`src/rtl/lockcfg_pkg.sv`:
```
package lockcfg_pkg;
   localparam int unsigned BYTE_W    = 8;
   // command locations and their key values
   localparam int unsigned A_CFG     = 32'h00;
   localparam int unsigned A_RSTCMD  = 32'h1D;
   localparam int unsigned A_WLKCMD  = 32'h1E;
   localparam int unsigned A_MLKCMD  = 32'h1F;
   localparam logic [7:0]  K_RSTCMD  = 8'h55;
   localparam logic [7:0]  K_WLKCMD  = 8'hAA;
   localparam logic [7:0]  K_MLKCMD  = 8'hF0;

   // writable configuration fields
   typedef struct packed {
      logic pin_role;
      logic out_sel;
      logic rst_en;
      logic polarity;
   } cfg_t;
endpackage

```
`src/rtl/lockcfg_keyarm.sv`:
```
module lockcfg_keyarm #(
   parameter int unsigned REPEAT   = 2,
   parameter int unsigned ADDR_W   = 5,
   parameter int unsigned KEY_ADDR = 32'h1E,
   parameter logic [7:0]  KEY_VAL  = 8'hAA
) (
   input  logic              clk,
   input  logic              rst_n,
   input  logic              wr_ok,
   input  logic [ADDR_W-1:0] addr,
   input  logic [7:0]        wdata,
   output logic              locked
);
   localparam int unsigned CNT_W = (REPEAT < 2) ? 1 : $clog2(REPEAT);

   generate
      if (REPEAT < 1) begin : g_bad_repeat
         $error("lockcfg_keyarm: REPEAT must be at least 1");
      end
   endgenerate

   logic [CNT_W-1:0] seen;
   logic             hit;

   assign hit = (32'(addr) == KEY_ADDR) && (wdata == KEY_VAL);

   always_ff @(posedge clk or negedge rst_n) begin
      if (!rst_n) begin
         seen   <= '0;
         locked <= 1'b0;
      end else if (wr_ok) begin
         if (hit) begin
            if (32'(seen) == REPEAT - 1) begin
               locked <= 1'b1;
               seen   <= '0;
            end else begin
               seen <= seen + 1'b1;
            end
         end else begin
            seen <= '0;
         end
      end
   end
endmodule

```
`src/rtl/lockcfg_bytebank.sv`:
```
module lockcfg_bytebank #(
   parameter int unsigned NBYTES = 10,
   parameter int unsigned ADDR_W = 5,
   parameter int unsigned BASE   = 1
) (
   input  logic              clk,
   input  logic              rst_n,
   input  logic              wr_ok,
   input  logic [ADDR_W-1:0] addr,
   input  logic [7:0]        wdata,
   input  logic              protect,
   output logic [NBYTES*8-1:0] bytes_q
);
   generate
      if (NBYTES < 1) begin : g_bad_size
         $error("lockcfg_bytebank: NBYTES must be at least 1");
      end
      for (genvar i = 0; i < NBYTES; i++) begin : g_byte
         logic [7:0] q;
         always_ff @(posedge clk or negedge rst_n) begin
            if (!rst_n)
               q <= '0;
            else if (wr_ok && !protect && (32'(addr) == BASE + i))
               q <= wdata;
         end
         assign bytes_q[i*8 +: 8] = q;
      end
   endgenerate
endmodule

```
`src/rtl/lockcfg_rdmux.sv`:
```
module lockcfg_rdmux #(
   parameter int unsigned ADDR_W     = 5,
   parameter int unsigned USER_BYTES = 10,
   parameter int unsigned TRIP_BYTES = 4,
   parameter int unsigned TIME_BYTES = 4,
   parameter int unsigned EVT_BYTES  = 2,
   parameter int unsigned USER_BASE  = 1,
   parameter int unsigned TRIP_BASE  = 11,
   parameter int unsigned TIME_BASE  = 15,
   parameter int unsigned EVT_BASE   = 19
) (
   input  logic [ADDR_W-1:0]       addr,
   input  logic [7:0]              cfg_byte,
   input  logic [USER_BYTES*8-1:0] user_v,
   input  logic [TRIP_BYTES*8-1:0] trip_v,
   input  logic [TIME_BYTES*8-1:0] time_v,
   input  logic [EVT_BYTES*8-1:0]  evt_v,
   output logic [7:0]              rdata
);
   import lockcfg_pkg::*;

   always_comb begin
      rdata = '0;
      if (32'(addr) == A_CFG) rdata = cfg_byte;
      for (int i = 0; i < USER_BYTES; i++)
         if (32'(addr) == USER_BASE + i) rdata = user_v[i*8 +: 8];
      for (int i = 0; i < TRIP_BYTES; i++)
         if (32'(addr) == TRIP_BASE + i) rdata = trip_v[i*8 +: 8];
      for (int i = 0; i < TIME_BYTES; i++)
         if (32'(addr) == TIME_BASE + i) rdata = time_v[i*8 +: 8];
      for (int i = 0; i < EVT_BYTES; i++)
         if (32'(addr) == EVT_BASE + i) rdata = evt_v[i*8 +: 8];
   end
endmodule

```
`src/rtl/lockcfg_regfile.sv`:
```
module lockcfg_regfile #(
   parameter int unsigned ADDR_W     = 5,
   parameter int unsigned USER_BYTES = 10,
   parameter int unsigned TRIP_W     = 32,
   parameter int unsigned TIME_W     = 32,
   parameter int unsigned EVT_W      = 16,
   parameter int unsigned KEY_REPEAT = 2
) (
   input  logic              clk,
   input  logic              rst_n,
   input  logic              wr_en,
   input  logic [ADDR_W-1:0] addr,
   input  logic [7:0]        wdata,
   input  logic              busy,
   output logic [7:0]        rdata,
   input  logic              ext_rst_en,
   input  logic              alarm_flag_in,
   input  logic              rollover_in,
   input  logic [TIME_W-1:0] time_in,
   input  logic [EVT_W-1:0]  events_in,
   output logic [TRIP_W-1:0] trip_point,
   output logic              pin_role,
   output logic              out_sel,
   output logic              polarity,
   output logic              wr_lock,
   output logic              mem_lock,
   output logic              reset_cmd,
   output logic              drop_err
);
   import lockcfg_pkg::*;

   localparam int unsigned TRIP_BYTES = TRIP_W / BYTE_W;
   localparam int unsigned TIME_BYTES = TIME_W / BYTE_W;
   localparam int unsigned EVT_BYTES  = EVT_W / BYTE_W;
   localparam int unsigned USER_BASE  = A_CFG + 1;
   localparam int unsigned TRIP_BASE  = USER_BASE + USER_BYTES;
   localparam int unsigned TIME_BASE  = TRIP_BASE + TRIP_BYTES;
   localparam int unsigned EVT_BASE   = TIME_BASE + TIME_BYTES;
   localparam int unsigned MAP_END    = EVT_BASE + EVT_BYTES;

   generate
      if (ADDR_W < 5) begin : g_bad_addr
         $error("lockcfg_regfile: ADDR_W must reach the command locations");
      end
      if ((TRIP_W % BYTE_W) != 0 || (TIME_W % BYTE_W) != 0 || (EVT_W % BYTE_W) != 0) begin : g_bad_width
         $error("lockcfg_regfile: value widths must be whole bytes");
      end
      if (MAP_END > A_RSTCMD) begin : g_bad_map
         $error("lockcfg_regfile: storage overlaps the command locations");
      end
   endgenerate

   logic wr_ok;
   cfg_t cfg_q;
   logic [7:0] cfg_byte;
   logic [USER_BYTES*8-1:0] user_v;
   logic reset_ok;

   assign wr_ok = wr_en && !busy;

   // permanent write locks, each armed by repeated key writes
   lockcfg_keyarm #(.REPEAT(KEY_REPEAT), .ADDR_W(ADDR_W), .KEY_ADDR(A_WLKCMD), .KEY_VAL(K_WLKCMD))
      u_wlock (.clk(clk), .rst_n(rst_n), .wr_ok(wr_ok), .addr(addr), .wdata(wdata), .locked(wr_lock));
   lockcfg_keyarm #(.REPEAT(KEY_REPEAT), .ADDR_W(ADDR_W), .KEY_ADDR(A_MLKCMD), .KEY_VAL(K_MLKCMD))
      u_mlock (.clk(clk), .rst_n(rst_n), .wr_ok(wr_ok), .addr(addr), .wdata(wdata), .locked(mem_lock));

   lockcfg_bytebank #(.NBYTES(USER_BYTES), .ADDR_W(ADDR_W), .BASE(USER_BASE))
      u_user (.clk(clk), .rst_n(rst_n), .wr_ok(wr_ok), .addr(addr), .wdata(wdata),
              .protect(mem_lock), .bytes_q(user_v));
   lockcfg_bytebank #(.NBYTES(TRIP_BYTES), .ADDR_W(ADDR_W), .BASE(TRIP_BASE))
      u_trip (.clk(clk), .rst_n(rst_n), .wr_ok(wr_ok), .addr(addr), .wdata(wdata),
              .protect(wr_lock), .bytes_q(trip_point));

   always_ff @(posedge clk or negedge rst_n) begin
      if (!rst_n) begin
         cfg_q <= '0;
      end else if (wr_ok && !wr_lock && (32'(addr) == A_CFG)) begin
         cfg_q.pin_role <= wdata[7];
         cfg_q.out_sel  <= wdata[3];
         cfg_q.rst_en   <= wdata[2];
         cfg_q.polarity <= wdata[1];
      end
   end

   assign reset_ok = cfg_q.rst_en || (cfg_q.pin_role && ext_rst_en);

   always_ff @(posedge clk or negedge rst_n) begin
      if (!rst_n) begin
         reset_cmd <= 1'b0;
         drop_err  <= 1'b0;
      end else begin
         reset_cmd <= wr_ok && reset_ok && (32'(addr) == A_RSTCMD) && (wdata == K_RSTCMD);
         if (wr_en && busy) drop_err <= 1'b1;
      end
   end

   assign cfg_byte = {cfg_q.pin_role, alarm_flag_in, wr_lock, mem_lock,
                      cfg_q.out_sel, cfg_q.rst_en, cfg_q.polarity, rollover_in};
   assign pin_role = cfg_q.pin_role;
   assign out_sel  = cfg_q.out_sel;
   assign polarity = cfg_q.polarity;

   lockcfg_rdmux #(.ADDR_W(ADDR_W), .USER_BYTES(USER_BYTES), .TRIP_BYTES(TRIP_BYTES),
                   .TIME_BYTES(TIME_BYTES), .EVT_BYTES(EVT_BYTES), .USER_BASE(USER_BASE),
                   .TRIP_BASE(TRIP_BASE), .TIME_BASE(TIME_BASE), .EVT_BASE(EVT_BASE))
      u_rd (.addr(addr), .cfg_byte(cfg_byte), .user_v(user_v), .trip_v(trip_point),
            .time_v(time_in), .evt_v(events_in), .rdata(rdata));
endmodule

```
`config.mk`:
```
export PLATFORM = sky130hd
export DESIGN_NAME = lockcfg_regfile
export DESIGN_NICKNAME = d
export VERILOG_FILES = /design/src/rtl/lockcfg_pkg.sv /design/src/rtl/lockcfg_keyarm.sv /design/src/rtl/lockcfg_bytebank.sv /design/src/rtl/lockcfg_rdmux.sv /design/src/rtl/lockcfg_regfile.sv
export SDC_FILE = /design/constraint.sdc
export NUM_CORES = 1
export LEC_CHECK = 0
export CAP_MARGIN = 25
export CORE_ASPECT_RATIO = 0.6
export CORE_UTILIZATION = 25
export CTS_CLUSTER_SIZE = 24
export DETAILED_ROUTE_END_ITERATION = 8
export GPL_TIMING_DRIVEN = 1
export SLEW_MARGIN = 20
export SYNTH_ARGS = -nofsm -noshare
export SYNTH_HDL_FRONTEND = slang
export SYNTH_HIERARCHICAL = 1
export SYNTH_SLANG_ARGS = --single-unit
```
`constraint.sdc`:
```
create_clock -name clk -period 5.1 [get_ports clk]
set_clock_uncertainty 0.2 [all_clocks]
set_input_delay 0.51 -clock clk [delete_from_list [all_inputs] [get_ports clk]]
set_output_delay 0.51 -clock clk [all_outputs]
set_load 0.02 [all_outputs]
```
* Yosys cells after proc, flatten, opt, wreduce, memory -nomap -nowiden *
Cells that the tools add are included.
W data, S select, Z words.

storage, ports and cells
  register bits after elaboration = 122
  input port bits = 68
  output and inout port bits = 47
  logic and storage cells = 109

operators by class
  add/sub/neg operators = 2
  equality and inequality tests = 26
  muxes and demuxes = 25
  reduce and logical (&&, ||, !) cells = 32

operators by type and width
  cell                   number
  $mux W8                21
  $eq A5 B4 Y1 const B   8
  $eq A5 B5 Y1 const B   8
  $logic_and A1 B1 Y1    25
  $eq A5 B3 Y1 const B   4
  $eq A8 B8 Y1 const B   2
  $eq A5 B2 Y1 const B   2
  $eq A8 B7 Y1 const B   1
  $reduce_and A3 Y1      2
  $eq A5 B1 Y1 const B   1
  $logic_not A5 Y1       1
  $mux W1                4
  $logic_not A1 Y1       3
  $add A1 B1 Y1 const B  2
  $logic_or A1 B1 Y1     1

* Depth between registers and ports, before layout *
Gate-level depths: netlist (run 1).

  depth in word-level cells = 22
  depth in mapped cells = 8
  mapped depth without buffers = 6

* By module *
Netlist (run 1), hierarchy kept.

modules (own cells, without submodules)
  module                      instances  cells each  area an instance (sq um)  seq. area each (sq um)
  lockcfg_bytebank at u_user  1          191         3,145.5                   2,001.9
  lockcfg_rdmux               1          310         2,103.3                   0.0
  lockcfg_bytebank at u_trip  1          74          1,276.2                   800.8
  lockcfg_regfile             1          22          289.0                     150.1
  lockcfg_keyarm at u_wlock   1          12          152.6                     50.0
  lockcfg_keyarm at u_mlock   1          10          108.9                     50.0

* Least setup slack after synthesis (run 1) *
Ideal clock, no wire load.

  kind = in2out
  from = input port addr[2]
  to = output port rdata[7]
  data arrival time = 1.975 ns
  data required time = 4.390 ns
  slack = 2.415 ns
  stages = 7
  buffers on the path = 2
  path through = clkbuf_8 buf_4 nor2_1 a21oi_1 a221oi_1 a211oi_1 o31ai_1

on the way
  cells in the longest elaborated chain, start to end = 22
  elaborated cells between the ends (all ways) = 42
  classes of those cells = 20 x eq/ne; 21 x mux; 1 x reduce/logical

RTL lines
  what                    line                   text
  start: declaration      lockcfg_regfile.sv:12  input logic [ADDR_W-1:0] addr,
  $logic_not A5 Y1        lockcfg_rdmux.sv:24    if (32'(addr) == A_CFG) rdata = cfg_byte;
  $mux W8                 lockcfg_rdmux.sv:24
  $mux W8 (10 in series)  lockcfg_rdmux.sv:26    if (32'(addr) == USER_BASE + i) rdata = user_v[i*8 +: 8];
  $mux W8 (4 in series)   lockcfg_rdmux.sv:28    if (32'(addr) == TRIP_BASE + i) rdata = trip_v[i*8 +: 8];
  $mux W8 (4 in series)   lockcfg_rdmux.sv:30    if (32'(addr) == TIME_BASE + i) rdata = time_v[i*8 +: 8];
  $mux W8                 lockcfg_rdmux.sv:32    if (32'(addr) == EVT_BASE + i) rdata = evt_v[i*8 +: 8];
  $mux W8 (*)             lockcfg_rdmux.sv:32
  end: declaration        lockcfg_regfile.sv:15  output logic [7:0] rdata,

Mark *: on every way between the ends. The rest lies on a longest branch, timed or not.

* Worst setup path after layout (run 1) *
  from = input port addr[1]
  to = output port rdata[7]

The elaborated chain is that of the path after synthesis.

==> metrics.txt, run 1 <==
Fin. Hold Viols 0; WHS Path Cells 1; status completed; setup_tns 0 ns; hpwl dp 18700 um; IR drop worst, VDD around 0.20 mV; GRT overflow 0; RSZ-0062 raised after global routing no; vias post-DR 5871; crit share post-route 0.879; R2R Path End u_user/g_byte[2].q[7]; min cycle time layout around 4.5 ns; Core ar. around 28000 sq um; Pre-antenna DRT Iters 5; top cells by count, synth 122 x dfrtp_1, 118 x mux2_2, 46 x a21oi_1, 29 x nand2_1, 29 x nor2_1; port buffer count 114; Routed Antenna Nets 0; EDFF count, synth 0; layout cell share with drive strength beyond 1 0.282; Root Buffer clkbuf_16; Required @ worst endpoint approximately 4.4 ns; hold worst-path end drop_err; Hold WS ~0.26 ns; Final Slew Violations 0; Slew Limit Headroom 0.331; Row Count 47; Cell variety after synth between 80 and 90; most frequent cell after synthesis dfrtp_1; ys flop type dfrtp_1; synthesis-to-layout area growth 27.0%; wire length per cell 23.5 um; Die Span X around 220 um; Util after Layout 0.324; initial antenna violation count 0; Hold Crit Start drop_err; MaxCap Viol Count 0; Hold Crit Class reg -> reg; Fmax achieved between 200 and 250 MHz; top post-synthesis cells by area dfrtp_1 43%, mux2_2 19%, a21oi_1 3.3%, mux2i_1 2.3%, o21ai_0 2.0%; Die ar. between 20000 and 30000 sq um; GRT Resource Usage Total 0.181; CP Max Fanout 35; Yosys top cell by area dfrtp_1; Synth warnings 6; CTS Sinks 122; clk_lat worst skew approximately 0.42 ns; Yosys top cell area share 0.431; post-CTS setup buffers 0; detailed-route vias per instance between 5 and 6; CTS H-tree depth 4; Layout Nets around 790; Mapped Nets 687; ant diodes 0; Synth Area per Inst 11.4 sq um; die height 132 um; first-pass GRT wire length 38500 um; Remaining DRCs 0; clock slew at reported path FFs 0.06 ns; CTS tree done; fin area about 9000 sq um; placed cell areas between 8000 and 9000 sq um; WP data arrival about 3.8 ns; Post-Place Worst Slack 0.760 ns; GPL Wtd Cong between 0.9 and 1; I/O pins roughly 120; critical path startpoint category input port; Starting Density 0.255; Syn Std Cell Area between 7000 and 8000 sq um; Post-Syn Instances around 620; Synth async-reset ratio 1.00; Tightest Pin Transition ~1.0 ns; Pwr Density ~300 nW/um^2; clk buf depth 2; post-synthesis register bit count 122; cts bufs inserted 17; post-route setup slack 0.618 ns; worst reg-to-reg path cell count 3; leak pwr between 3 and 4 nW; RR Startpoint u_mlock/locked; Final setup violation count 0; Seq/Total Area, Yosys 0.431; Reg2Reg Setup Slack about 2.5 ns; largest net degree at the start of global routing 48; drt total wl 25900 um; Critical Path Sink Type output port; number of global-route vias before repair a little under 6000; critical path type in -> out; DRT iter0 DRCs approximately 540
worst max-delay path by stage:
stage	start	endpoint	slack [ns]	depth (start not counted)
2_1_floorplan	addr[2]	rdata[7]	2.42	7
3_3_place_gp	addr[1]	rdata[7]	0.75	8
3_5_place_dp	addr[4]	rdata[1]	0.76	8
4_1_cts	addr[4]	rdata[1]	0.75	8
5_1_grt	addr[4]	rdata[1]	0.54	8
6_report	addr[1]	rdata[7]	0.62	8
worst max-delay path, stage by stage:
cell             delay [ns]
buf_2                  0.64
inv_6                  0.17
nor2_1                 0.53
a21oi_1                0.16
a221oi_1               0.58
a211oi_1               0.20
o31ai_1                0.28
clkdlybuf4s50_1        0.67
per-layer routing:
metal / track usage / vias to the layer above / routed length [um]
met5: 0 / - / 0
met4: 0.0413 / 0 / 287
met3: 0.0383 / 21 / 1990
met2: 0.248 / 285 / 10600
met1: 0.283 / 3019 / 13000
li1: - / 2546 / -
cells by family after synthesis:
family | share of synthesized area
AOI/OAI and AO/OA | 0.134
buffers and inverters | 0.0545
DFF | 0.431
muxes | 0.240
and+or+nand+nor | 0.140
area by class of cell:
cell class / instances / area [sq um]
Sequential cell: 122 / 3050
Inverter: 11 / 46.3
Multi-Input combinational cell: 442 / 3640
Clock inverter: 14 / 100
Tap cell: 367 / 459
Clock buffer: 18 / 429
Fill cell: 2828 / 18700
Timing Repair Buffer: 130 / 1260
through the flow:
stage / power [W] / cells
floorplan: 0.00134 / 619
global placement: 0.00153 / 1071
detailed placement: 0.00153 / 1071
CTS: 0.00263 / 1104
global route: 0.00272 / 1104
finish: 0.00262 / 1104
registers in the layout, indices dropped and copies added, names as in the netlist:
register and cells:
u_wlock/seen 1, u_trip/g_byte.q 32, cfg_byte 1, u_mlock/seen 1, u_mlock/locked 1, out_sel 1, reset_cmd 1, drop_err 1
u_wlock/locked 1, polarity 1, pin_role 1, u_user/g_byte.q 80
report_power, final:
part | switching (W) | internal (W)
combinational | 0.000225 | 0.000199
clock | 0.000477 | 0.000620
sequential | 0.0000468 | 0.00105
total | 0.000748 | 0.00187
layout by cell type (no fill, tap or decap), drive strengths merged, types with 3 or more instances in the layout:
cell type | synthesis | final
o22ai | 6 | 6
and2b | 3 | 3
a211oi | 7 | 7
o221ai | 7 | 7
clkinvlp | 0 | 3
nand2 | 29 | 29
nor2b | 10 | 10
nand2b | 9 | 9
a32oi | 5 | 5
nor3b | 5 | 5
a2111oi | 3 | 3
clkbuf | 21 | 18
a22oi | 4 | 4
a31oi | 7 | 7
clkinv | 0 | 9
a221oi | 3 | 3
buf | 23 | 19
mux2i | 16 | 16
inv | 11 | 13
or4b | 4 | 4
a21oi | 46 | 46
dfrtp | 122 | 122
clkdlybuf4s50 | 0 | 110
and2 | 3 | 3
nor2 | 29 | 29
mux2 | 126 | 126
nor3 | 18 | 18
and4b | 3 | 3
nand4 | 3 | 3
nand3 | 10 | 10
mux4 | 4 | 4
o21ai | 34 | 34
nand4b | 7 | 7
repair_timing:
| action | CTS | global route |
|---|---|---|
| hold endpoints to repair | 31 | 0 |
| hold buffers | 1 | 0 |
| resized for setup | 0 | 0 |
(Power assumes the default switching activity.)
==> inputs of run 2 (changes only) <==
REMOVE_ABC_BUFFERS = 1   (was not set)
==> run 2 against run 1 <==
Final area up 1.0%. Total power is 4.7% higher. Non-clock buffer count increased by 7. Worst hold slack improved by 0.040 ns. Register-to-register slack better by 0.10 ns. Critical path depth decreased by 1. Flip-flop and latch count stayed put. Clock-buffer cell count grew 3. Clock power rose by 11%. Critical path type unchanged. Largest cell class unchanged.
==> metrics.txt, run 2 (synthesis gave the netlist of run 1 again) <==
status completed; ant diodes 0; setup_tns 0 ns; multi-input logic area around 3600 sq um; Fmax achieved between 200 and 250 MHz; most common cell after layout, fill and taps aside dfrtp_1; placed cell areas around 8500 sq um; critical path type in -> out; Row Count between 40 and 50; CTS Sinks approximately 120; vias post-DR 5855; Layout Nets 799; Worst path max stage delay between 0.9 and 1 ns; largest reg by FF count u_user/g_byte.q; Layout Cells excl Fill approximately 1100; most frequent cells in the layout 122 x dfrtp_1, 118 x mux2_2, 110 x clkdlybuf4s50_1; Pwr Density 302 nW/um^2; Starting Density 0.255; Final Slew Violations 0; overall power 0.00274 W; leak pwr a little under 4 nW; RSZ-0062 raised after global routing no; min cycle time layout 4.64 ns; number of fill cells about 2800; I/O pins between 100 and 150; worst reg-to-reg path cell count 3; Critical-path top delay cell a2111oi_0; Die Span X ~220 um; IR drop worst, VDD 0.221 mV; Required @ worst endpoint about 4.4 ns; Remaining DRCs 0; synthesis-to-layout area growth 28.3%; detailed-route vias per instance around 5.3; Pre-antenna DRT Iters 7; Hold Crit Class reg -> reg; cell total after placement roughly 1100; crit share post-route 0.909; post-CTS setup buffers 0; port buffer count between 100 and 150; clock slew at reported path FFs approximately 0.050 ns; Core ar. around 28000 sq um; crit-path cells clkdlybuf4s50_1 > buf_4 > a2111oi_0 > o221ai_1 > a221oi_1 > o21ai_1 > clkdlybuf4s50_1; WHS Path Cells 1; Critical Path Sink Type output port; max reg flops 80; GPL Wtd Cong 0.969; most used cell, CP clkdlybuf4s50_1; number of global-route vias before repair approximately 5900; Fin. Hold Viols 0; clk buf depth 2; fin area slightly above 9000 sq um; wire length per cell between 20 and 25 um; layout cell share with drive strength beyond 1 0.286; cts bufs inserted 17; CP Max Fanout 17; Routed Antenna Nets 0; DRT iter0 DRCs approximately 700; Die ar. between 20000 and 30000 sq um; GRT Resource Usage Total 0.170; GRT overflow 0; first-pass GRT wire length 37000 um; Hold WS ~0.3 ns; Root Buffer clkbuf_16; hpwl dp between 15000 and 20000 um; clk_lat worst skew between 0.4 and 0.5 ns; critical path startpoint category input port; area of all sequential standard cells 3050 sq um; die height ~130 um; drt total wl roughly 24000 um; MaxCap Viol Count 0; WP data arrival 3.93 ns; Tightest Pin Transition ~1.1 ns; Final setup violation count 0; largest registers u_user/g_byte.q: 80 flops, u_trip/g_byte.q: 32 flops; largest net degree at the start of global routing 65; CTS H-tree depth 4; CTS tree done; Slew Limit Headroom 0.221; initial antenna violation count 0
run 2: cell types whose count changed in the layout (fill, tap and decap cells not counted), moves of 2 or more:
cell | previous run | this run
buf_4 | 16 | 24
clkinv_4 | 4 | 0
bufinv_16 | 0 | 3
clkbuf_8 | 0 | 2
clkinvlp_4 | 3 | 1
inv_6 | 3 | 1
run 2: routing by layer:
metal | routed length, um | up-vias | GRT usage | part of all wire
met5 | 0 | - | 0 | 0
met4 | 129 | 0 | 0.0258 | 0.0053
met3 | 2750 | 18 | 0.0632 | 0.11
met2 | 9890 | 296 | 0.232 | 0.41
met1 | 11600 | 2986 | 0.256 | 0.47
li1 | - | 2555 | - | -
run 2: critical path, delay by kind of cell:
kind                   cells  cell delay, ns
AO/OA/AOI/OAI              4            1.73
buffers and inverters      3            1.69
run 2: stage by stage:
stage,util,setup slack [ns]
finish,0.328,0.462
detailed placement,0.306,0.820
floorplan,-,2.40
global route,0.328,0.366
global placement,0.306,0.868
CTS,0.328,0.807
run 2: worst paths after layout:
check                      slack (ns)             startpoint                     to
hold / removal                   0.30  u_user/g_byte[2].q[0]  u_user/g_byte[2].q[0]
setup reg to reg                 2.57         u_mlock/locked  u_user/g_byte[2].q[3]
min in group asynchronous        0.32                  rst_n  u_user/g_byte[7].q[7]
hold reg to reg                  0.30  u_user/g_byte[2].q[0]  u_user/g_byte[2].q[0]
setup / recovery                 0.46                addr[4]               rdata[3]
max in group asynchronous        3.24                  rst_n  u_user/g_byte[7].q[0]
run 2: report_power, final:
part / switching [W] / internal [W]
Sequential: 0.0000492 / 0.00105
Combinational: 0.000221 / 0.000201
Clock: 0.000434 / 0.000783
Total: 0.000705 / 0.00204
run 2: timing repair:
item / in CTS / in global routing
hold endpoints to repair: 20 / 0
resized for setup: 0 / 0
hold buffers: 1 / 0
run 2: cell type report:
| cell class | instances | share of cell area |
|---|---|---|
| multi-input cells | 442 | 0.401 |
| well taps | 367 | 0.0506 |
| clock inverters | 9 | 0.0135 |
| clock buffers | 21 | 0.0507 |
| flip-flops and latches | 122 | 0.336 |
| inverters | 11 | 0.00510 |
| repair buffers | 137 | 0.143 |
